$ cat src/rtl/mtrap_pkg.sv
package mtrap_pkg;
    localparam int ST_W      = 5;
    localparam int ST_DZ     = 0;
    localparam int ST_OV31   = 1;
    localparam int ST_OV39   = 2;
    localparam int ST_SHF    = 3;
    localparam int ST_ACC    = 4;

    typedef struct packed {
        logic            trap;
        logic            abort;
        logic [ST_W-1:0] stat;
    } mtrap_state_t;
endpackage

$ cat src/rtl/mtrap_acc_ovf.sv
module mtrap_acc_ovf #(
    parameter int ACC_W = 40,
    parameter int LOW_W = 32
) (
    input  logic             valid,
    input  logic [ACC_W-1:0] result,
    input  logic             sign_a,
    input  logic             sign_b,
    input  logic             low_en,
    input  logic             high_en,
    input  logic             sat_any,
    output logic             ovf_low,
    output logic             ovf_high
);
    localparam int TOP_N = ACC_W - LOW_W + 1;

    logic [TOP_N-1:0] top_bits;
    logic             top_same;
    logic             sign_flip;

    always_comb begin
        top_bits  = result[ACC_W-1:LOW_W-1];
        top_same  = (&top_bits) | ~(|top_bits);
        sign_flip = (sign_a == sign_b) && (result[ACC_W-1] != sign_a);
        ovf_low   = valid && low_en && !top_same;
        ovf_high  = valid && high_en && !sat_any && sign_flip;
    end
endmodule

$ cat src/rtl/mtrap_div_chk.sv
module mtrap_div_chk #(
    parameter int DIV_W = 16
) (
    input  logic             start,
    input  logic [DIV_W-1:0] divisor,
    output logic             zero_div
);
    always_comb begin
        zero_div = start && (divisor == '0);
    end
endmodule

$ cat src/rtl/mtrap_shift_chk.sv
module mtrap_shift_chk #(
    parameter int SHAMT_W   = 6,
    parameter int SHIFT_MAX = 16
) (
    input  logic               valid,
    input  logic [SHAMT_W-1:0] amt,
    output logic               bad_shift
);
    localparam logic signed [SHAMT_W-1:0] HI_LIM = SHIFT_MAX[SHAMT_W-1:0];
    localparam logic signed [SHAMT_W-1:0] LO_LIM = -HI_LIM;

    logic signed [SHAMT_W-1:0] amt_s;

    always_comb begin
        amt_s     = amt;
        bad_shift = valid && ((amt_s > HI_LIM) || (amt_s < LO_LIM));
    end
endmodule

$ cat src/rtl/math_trap_unit.sv
module math_trap_unit
    import mtrap_pkg::*;
#(
    parameter int ACC_W     = 40,
    parameter int LOW_W     = 32,
    parameter int DIV_W     = 16,
    parameter int SHAMT_W   = 6,
    parameter int SHIFT_MAX = 16,
    parameter int NUM_ACC   = 2
) (
    input  logic               clk,
    input  logic               rst_n,
    input  logic               acc_wr_en,
    input  logic               acc_sel,
    input  logic [ACC_W-1:0]   acc_result,
    input  logic               opnd_a_sign,
    input  logic               opnd_b_sign,
    input  logic               div_start,
    input  logic [DIV_W-1:0]   div_divisor,
    input  logic               shift_valid,
    input  logic [SHAMT_W-1:0] shift_amt,
    input  logic               ovf31_en,
    input  logic               ovf39_en,
    input  logic [NUM_ACC-1:0] sat_en,
    input  logic               trap_ack,
    input  logic               stat_clr_wr,
    input  logic [ST_W-1:0]    stat_clr_mask,
    output logic               trap_req,
    output logic               div_abort,
    output logic [ST_W-1:0]    status
);
    logic [NUM_ACC-1:0] low_hit;
    logic [NUM_ACC-1:0] high_hit;
    logic               sat_any;
    logic               dz_hit;
    logic               shf_hit;

    assign sat_any = |sat_en;

    for (genvar gi = 0; gi < NUM_ACC; gi++) begin : g_acc
        logic sel_me;
        assign sel_me = acc_wr_en && (acc_sel == gi[0]);
        mtrap_acc_ovf #(.ACC_W(ACC_W), .LOW_W(LOW_W)) u_ovf (
            .valid    (sel_me),
            .result   (acc_result),
            .sign_a   (opnd_a_sign),
            .sign_b   (opnd_b_sign),
            .low_en   (ovf31_en),
            .high_en  (ovf39_en),
            .sat_any  (sat_any),
            .ovf_low  (low_hit[gi]),
            .ovf_high (high_hit[gi])
        );
    end

    mtrap_div_chk #(.DIV_W(DIV_W)) u_div (
        .start    (div_start),
        .divisor  (div_divisor),
        .zero_div (dz_hit)
    );

    mtrap_shift_chk #(.SHAMT_W(SHAMT_W), .SHIFT_MAX(SHIFT_MAX)) u_shf (
        .valid     (shift_valid),
        .amt       (shift_amt),
        .bad_shift (shf_hit)
    );

    mtrap_state_t st_d, st_q;
    logic [ST_W-1:0] set_bits;
    logic [ST_W-1:0] clr_bits;
    logic            acc_evt;
    logic            any_evt;

    always_comb begin
        acc_evt  = (|low_hit) || (|high_hit);
        any_evt  = acc_evt || dz_hit || shf_hit;
        set_bits = '0;
        set_bits[ST_DZ]   = dz_hit;
        set_bits[ST_OV31] = |low_hit;
        set_bits[ST_OV39] = |high_hit;
        set_bits[ST_SHF]  = shf_hit;
        clr_bits = stat_clr_wr ? stat_clr_mask : '0;

        st_d       = st_q;
        st_d.abort = dz_hit;
        st_d.stat  = (st_q.stat & ~clr_bits) | set_bits;
        if (acc_evt) begin
            st_d.stat[ST_ACC] = acc_sel;
        end
        if (any_evt) begin
            st_d.trap = 1'b1;
        end else if (trap_ack) begin
            st_d.trap = 1'b0;
        end
    end

    always_ff @(posedge clk or negedge rst_n) begin
        if (!rst_n) begin
            st_q <= '0;
        end else begin
            st_q <= st_d;
        end
    end

    assign trap_req  = st_q.trap;
    assign div_abort = st_q.abort;
    assign status    = st_q.stat;
endmodule

$ cat config.mk
export PLATFORM = sky130hd
export DESIGN_NAME = math_trap_unit
export DESIGN_NICKNAME = d
export VERILOG_FILES = /design/src/rtl/mtrap_pkg.sv /design/src/rtl/mtrap_acc_ovf.sv /design/src/rtl/mtrap_div_chk.sv /design/src/rtl/mtrap_shift_chk.sv /design/src/rtl/math_trap_unit.sv
export SDC_FILE = /design/constraint.sdc
export NUM_CORES = 1
export LEC_CHECK = 0
export CORE_ASPECT_RATIO = 1.5
export CORE_MARGIN = 1.5
export CORE_UTILIZATION = 23
export DETAILED_ROUTE_END_ITERATION = 6
export PLACE_DENSITY = 0.84
export SLEW_MARGIN = 20
export SYNTH_ARGS = -nofsm -noshare
export SYNTH_HDL_FRONTEND = slang
export SYNTH_HIERARCHICAL = 1
export SYNTH_SLANG_ARGS = --single-unit
export TNS_END_PERCENT = 100
$ cat constraint.sdc
create_clock -name clk -period 2.4 [get_ports clk]
set_input_delay 0.48 -clock clk [delete_from_list [all_inputs] [get_ports clk]]
set_output_delay 0.48 -clock clk [all_outputs]
set_load 0.03 [all_outputs]
* Yosys cells after proc, flatten, opt, wreduce, memory -nomap -nowiden
Cells that the tools add are included.
** Storage, ports and cells
- Flip-flop bits (word level) :: 7
- Bits of input ports :: 81
- Output and inout bits :: 7
** Operators by class
- Bitwise logic cells :: 6
- Multiplexer cells :: 4
- Equality and inequality tests :: 2
- Magnitude comparators :: 2
- Reduce and logical (&&, ||, !) cells :: 28
** Operators with widths (number)
- 16-bit zero test :: 1
- 1-bit logical AND :: 15
- 9-bit AND reduction :: 1
- 9-bit OR reduction :: 1
- 6-bit greater-than comparator (second input constant) :: 1
- 6-bit by 5-bit < comparator with 1-bit output (second input constant) :: 1
- 2-bit OR reduction :: 3
- 5-bit bitwise AND :: 1
- 5-bit 2-to-1 mux :: 1
- 5-bit NOT :: 1
- 5-bit by 4-bit OR with 5-bit output :: 1
- 1-bit logical OR :: 4
- 1-bit 2-to-1 mux :: 3
- 1-bit zero test :: 2
- 1-bit NOT :: 2
- 2-bit nonzero test :: 1
- 1-bit == test :: 1
- 1-bit != test :: 1
- 1-bit OR :: 1

* Longest topological paths before layout
Gate-level depths: netlist of run 1.
- Depth after elaboration :: 10
- Gate-level depth with buffers :: 5
- Mapped depth without buffers :: 5

* By module
Netlist of run 1, hierarchy kept.
** Modules (own cells, without submodules)
- math_trap_unit :: area an instance 296.5 um^2, cells an instance 24, times used 1
- mtrap_acc_ovf :: area an instance 76.3 um^2, cells an instance 14, times used 2
- mtrap_div_chk :: area an instance 43.8 um^2, cells an instance 6, times used 1
- mtrap_shift_chk :: area an instance 32.5 um^2, cells an instance 4, times used 1

* Worst setup path after synthesis of run 1
Ideal clock, no wire load.
- Path type :: input to register
- Start :: input acc_result[37]
- End :: register st_q (netlist bit status[4])
- Path slack :: 0.466 ns
- Cell stages on the path :: 5
- Arrival :: 1.807 ns
- Library setup time :: 0.128 ns
- Path buffers :: 0
- Path through :: or4_1 nor3_1 a211oi_1 nor4_4 mux2_1
** RTL lines
- start, declared :: RTL line math_trap_unit.sv:15 : input logic [ACC_W-1:0] acc_result,
- end signal, assigned :: RTL line math_trap_unit.sv:101 : st_q <= st_d;
- end, declared :: RTL line math_trap_unit.sv:68 : mtrap_state_t st_d, st_q;

==> out/summary.json, run 1 <==
{
  "synth": {
    "synth_largest_area_cell": "dfrtp_1",
    "synth_seq_area_share": 0.333,
    "mappedNetlistArea_um2": 526,
    "synth_top_area_frac": 0.333,
    "yosys-top-cells-count": "nand2_1 (10), nor3_1 (8), dfrtp_1 (7)",
    "syn_nets": 143,
    "synth_edf_count": 0,
    "synthesis.area_per_instance_um2": 8.48,
    "synthArstFlopShare": 1.00,
    "synth_top_flop_cell": "dfrtp_1",
    "yosys-top-cells-area": "dfrtp_1 (33%), nor3_1 (7.6%), nand2_1 (7.1%)",
    "yosysWarnings": 6,
    "synthesis.instances": 62,
    "synth_most_common_cell": "nand2_1",
    "synth.lib_cells_used.distinct": 24,
    "synthesis_stage_register_bit_count": 7
  },
  "drt": {
    "drc": 0,
    "dr_iter_0_viols": 5,
    "viasPerCell": 4.99,
    "drt-pass1-iter-count": 4,
    "wire_per_inst_um": 11.6,
    "route.antenna.remaining_nets": 0,
    "route.final.wire_length_um": 1760,
    "detailroute.via_count": 753
  },
  "die": {
    "row_count": 21,
    "placeableCoreArea_um2": 2210,
    "initial_utilization": 0.238,
    "die-height_um": 61.5,
    "ios": 88,
    "floorplan_die_area_um2": 2590,
    "die_width_um": 42.0
  },
  "grt": {
    "total_global_routing_track_utilization": 0.145,
    "antenna_found_initial": 0,
    "grt_pass1_wl_um": 2910,
    "grt_pass1_vias": 824,
    "pin_count_of_the_biggest_net_entering_global_routing": 8,
    "global_route.overflow_total": 0
  },
  "final_layout": {
    "insertedDiodeCount": 0,
    "num-nets-final": 210,
    "fillers": 232,
    "ratio_of_cells_with_drive_above_1_in_the_final_layout": 0.102,
    "fin_cells": 151,
    "syn2layout_area_growth_pct": 126,
    "fin_area_um2": 1190
  },
  "hold_path": {
    "timing.hold.worst.class": "in2async"
  },
  "clock_network": {
    "clkLatencyLatePin_ns": 0.25,
    "cts-htree-levels": 1,
    "clock_tree_from_tritoncts": "yes",
    "cts.repair_timing.setup_buffer_count": 0,
    "ctsLongestPathBuffers": 2,
    "cts_inserted_buffers": 3,
    "numClockSinks": 7,
    "ctsHoldBuffers": 0,
    "post_cts_resized": 0,
    "worst_setup_hold_path_clk_slew_ns": 0.06,
    "clock_root_buffer": "clkbuf_4"
  },
  "timing": {
    "final_worst_path_period_share": 0.936,
    "finalMaxSlewViolations": 0,
    "fin_skew_ns": 0,
    "max_slew_margin": 0.666,
    "finalCriticalPeriod_ns": 2.25,
    "rsz0062_at_grt": "false",
    "max_freq_mhz": 445,
    "timing.final.setup_violations": 0,
    "final_hold_vios": 0,
    "tightest_slew_ns": 0.499
  },
  "worst_setup_path": {
    "timing.critical_path.required_ns": 2.53,
    "critical_path_peak_fanout": 4,
    "worstSetupStartpointType": "input pin",
    "cp-end-kind": "register",
    "critical_setup_path_kind": "in2reg",
    "r2r.worst_path.cells": 2,
    "cp.arrival_ns": 2.38
  },
  "outcome": {
    "run_status": "finished clean"
  },
  "placement": {
    "place_inst": 147,
    "post_dp_cell_area_um2": 1160,
    "io_buffers": 56,
    "place.gp.congestion": 0.801,
    "hpwlAfterDp_um": 1570
  },
  "power": {
    "cellInternalPower_mw": 0.304,
    "power.sequential.fraction": 0.319,
    "power.ir.vdd_worst_uv": 252,
    "p_sw_mw": 0.117,
    "power.density_cell_area_nw_per_um2": 355,
    "total_power_mw": 0.421,
    "power.share.switching": 0.278,
    "share_clk_of_total_power": 0.264,
    "leakagePower_nw": 0.464,
    "comb_power_share": 0.417
  },
  "flow_run": {
    "timing.max_cap.violations": 0
  }
}
-- state kept, by name, indices dropped and copies added, names as in the netlist --
| name | cells |
|---|---|
| div_abort | 1 |
| trap_req | 1 |
| status | 5 |
-- cell type report --
| class | instances | area [um2] | share of cell area |
|---|---|---|---|
| clock buffers | 4 | 26.3 | 0.0222 |
| multi-input cells | 55 | 350 | 0.295 |
| flip-flops and latches | 7 | 175 | 0.148 |
| well taps | 23 | 28.8 | 0.0243 |
| repair buffers | 62 | 606 | 0.511 |
-- power by group through the flow --
stage          Combinational, mW  Clock (mW)  Sequential, mW
2_1_floorplan             0.0305           0           0.157
3_3_place_gp               0.174           0           0.136
3_5_place_dp               0.176           0           0.136
4_1_cts                    0.177       0.116           0.134
5_1_grt                    0.190       0.120           0.136
6_report                   0.175       0.111           0.134
-- per-stage QoR --
stage | util | hold slack [ns] | TNS [ns] | setup slack [ns]
6_report | 0.537 | 0.481 | 0 | 0.153
5_1_grt | 0.537 | 0.508 | 0 | 0.0581
4_1_cts | 0.537 | 0.487 | 0 | 0.131
3_5_place_dp | 0.526 | 0.467 | -0.123 | -0.123
3_3_place_gp | 0.526 | 0.467 | -0.110 | -0.110
2_1_floorplan | - | 0.184 | 0 | 0.466
-- path summary, 6_finish.rpt --
path                           startpoint         to  slack (ns)
min in group clk                status[1]  status[1]        0.49
hold reg to reg                 status[1]  status[1]        0.49
hold / removal                      rst_n  status[3]        0.48
max in group asynchronous           rst_n  status[0]        1.68
setup / recovery           acc_result[32]  status[4]        0.15
setup reg to reg                status[4]  status[4]        1.48
-- cells by family after synthesis --
| group | Yosys count | share of synthesized area |
|---|---|---|
| compound gates | 10 | 0.133 |
| flops | 7 | 0.333 |
| simple gates | 44 | 0.512 |
| mux | 1 | 0.0214 |
-- metal layers --
metal / up-vias / GRT usage / part of all wire
met2: 57 / 0.254 / 0.47
met5: - / 0 / 0
met1: 320 / 0.158 / 0.37
met3: 5 / 0.0528 / 0.14
li1: 371 / - / -
met4: 0 / 0.0670 / 0.018
-- worst max-delay path: stages --
cell and delay, ns:
clkdlybuf4s50_1 0.45, or4_1 0.52, nor3_1 0.16, a211oi_1 0.15
nor4_4 0.27, mux2_1 0.35
-- cell usage in the layout, fill, tap and decap left out, types with 2 or more instances in the layout --
cell type / instances
or4_1: 2
nor2_1: 2
nand4_1: 3
clkdlybuf4s50_1: 56
nor2b_1: 3
clkbuf_4: 3
a211oi_1: 2
nor4_1: 3
nand3_1: 3
dfrtp_1: 7
nor3b_1: 2
a21oi_1: 2
buf_4: 6
nand2_1: 10
a21o_1: 2
nand3b_1: 2
a211o_1: 2
nor3_1: 8
No activity file was read; power rests on OpenSTA's default activity.
==> inputs of run 2 (changes only) <==
--- a/config.mk
+++ b/config.mk
@@ -9,7 +9,7 @@
 export CORE_MARGIN = 1.5
 export CORE_UTILIZATION = 23
 export DETAILED_ROUTE_END_ITERATION = 6
-export PLACE_DENSITY = 0.84
+export PLACE_DENSITY = 0.83
 export SLEW_MARGIN = 20
 export SYNTH_ARGS = -nofsm -noshare
 export SYNTH_HDL_FRONTEND = slang
==> run 2 against run 1 <==
Maximum frequency is 0.39% higher. Clock power is 7% lower. Critical path depth stayed put. Combinational power hardly changed. Worst hold slack better by 0.0058 ns. First-iteration DRC count is 80% lower.
==> out/summary.json, run 2 (synthesized netlist as in run 1, its figures left out) <==
{
  "outcome": {
    "run_status": "finished clean"
  },
  "power": {
    "power.ir.vdd_worst_uv": 331,
    "cellInternalPower_mw": 0.305,
    "power.sequential.fraction": 0.324,
    "leakagePower_nw": 0.469,
    "p_sw_mw": 0.110,
    "total_power_mw": 0.414,
    "share_clk_of_total_power": 0.248,
    "power.density_cell_area_nw_per_um2": 347,
    "power.share.switching": 0.265,
    "comb_power_share": 0.428
  },
  "die": {
    "die_width_um": 42.0,
    "die-height_um": 61.5,
    "row_count": 21,
    "floorplan_die_area_um2": 2590,
    "placeableCoreArea_um2": 2210,
    "ios": 88,
    "initial_utilization": 0.238
  },
  "worst_setup_path": {
    "critical_setup_path_kind": "in2reg",
    "crit_path_top_delay_cell": "or4_1",
    "timing.critical_path.required_ns": 2.52,
    "crit_path_cell_trace": "clkdlybuf4s50_1 -> or4_1 -> nor3_1 -> a211oi_1 -> nor4_4 -> mux2_1",
    "max_stage_delay_ns": 0.52,
    "cp-end-kind": "register",
    "worstSetupStartpointType": "input pin",
    "critical_path_peak_fanout": 3,
    "cp.arrival_ns": 2.36
  },
  "flow_run": {
    "timing.max_cap.violations": 0
  },
  "clock_network": {
    "cts_inserted_buffers": 3,
    "post_cts_resized": 0,
    "clkLatencyLatePin_ns": 0.24,
    "clock_tree_from_tritoncts": "yes",
    "ctsHoldBuffers": 0,
    "numClockSinks": 7,
    "cts.repair_timing.setup_buffer_count": 0,
    "clock_root_buffer": "clkbuf_4",
    "worst_setup_hold_path_clk_slew_ns": 0.05,
    "cts-htree-levels": 1,
    "ctsLongestPathBuffers": 2
  },
  "timing": {
    "tightest_slew_ns": 0.508,
    "fin_skew_ns": 0,
    "timing.final.setup_violations": 0,
    "final_worst_path_period_share": 0.932,
    "final_hold_vios": 0,
    "worst_slack_ns": 0.162,
    "rsz0062_at_grt": "false",
    "fin_worst_hold_slack_ns": 0.486,
    "max_slew_margin": 0.659,
    "finalMaxSlewViolations": 0,
    "finalCriticalPeriod_ns": 2.24,
    "max_freq_mhz": 447
  },
  "drt": {
    "viasPerCell": 4.99,
    "route.antenna.remaining_nets": 0,
    "detailroute.via_count": 759,
    "route.final.wire_length_um": 1790,
    "drc": 0,
    "wire_per_inst_um": 11.8,
    "drt-pass1-iter-count": 3,
    "dr_iter_0_viols": 1
  },
  "grt": {
    "global_route.overflow_total": 0,
    "total_global_routing_track_utilization": 0.144,
    "grt_pass1_vias": 811,
    "grt_pass1_wl_um": 2930,
    "pin_count_of_the_biggest_net_entering_global_routing": 8,
    "antenna_found_initial": 0
  },
  "final_layout": {
    "syn2layout_area_growth_pct": 127,
    "fin_area_um2": 1190,
    "layout.core_utilization": 0.541,
    "mostFrequentLayoutCells": "clkdlybuf4s50_1 (56), nand2_1 (10), nor3_1 (8)",
    "num-nets-final": 211,
    "insertedDiodeCount": 0,
    "ratio_of_cells_with_drive_above_1_in_the_final_layout": 0.109,
    "layout.cells.most_common": "clkdlybuf4s50_1",
    "largest_reg_flops": 5
  },
  "hold_path": {
    "timing.hold.worst.class": "reg2reg"
  },
  "placement": {
    "hpwlAfterDp_um": 1630,
    "io_buffers": 56,
    "post_dp_cell_area_um2": 1170,
    "setup_slack_after_placement_ns": -0.0898,
    "place.gp.congestion": 0.822
  }
}
## run 2: cell count changes in the layout (fill, tap and decap cells not counted), sizes merged
cell  previous run  this run
buf              6         7
## run 2: routing by layer
metal | vias up | GRT usage | part of all wire
met3 | 0 | 0.0557 | 0.15
met2 | 52 | 0.288 | 0.52
li1 | 374 | - | -
met5 | - | 0 | 0
met1 | 333 | 0.135 | 0.33
met4 | 0 | 0.0446 | 0
## run 2: stage by stage
| stage | setup TNS (ns) | instances |
|---|---|---|
| final | 0 | 152 |
| after global routing | 0 | 152 |
| after CTS | 0 | 152 |
| after detailed placement | -0.0898 | 148 |
| after global placement | -0.0983 | 148 |
| after floorplan | 0 | 62 |
## run 2: cell type report
class                           instances  area [um2]
Clock buffer                            4        26.3
Fill cell                             220        1010
Multi-Input combinational cell         55         350
Sequential cell                         7         175
Tap cell                               23        28.8
Timing Repair Buffer                   63         613
## run 2: worst paths after layout
kind | to | startpoint | cells after the start | slack (ns)
max | status[4] | acc_result[37] | 6 | 0.16
min | status[0] | status[0] | 1 | 0.49
max reg2reg | status[4] | status[4] | 2 | 1.48
min reg2reg | status[0] | status[0] | 1 | 0.49
max in group asynchronous | status[4] | rst_n | 1 | 1.65
min in group asynchronous | status[2] | rst_n | 1 | 0.50
## run 2: critical path: cells and delay by family
family / cells / cell delay [ns]
mux: 1 / 0.35
compound gates: 1 / 0.15
simple gates: 3 / 0.94
buf+inv: 1 / 0.43
## run 2: power groups by stage
stage / Sequential [mW] / Combinational, mW / Clock [mW]
final: 0.134 / 0.177 / 0.103
after global routing: 0.135 / 0.191 / 0.114
after CTS: 0.134 / 0.179 / 0.107
after detailed placement: 0.136 / 0.178 / 0
after global placement: 0.136 / 0.175 / 0
after floorplan: 0.157 / 0.0305 / 0
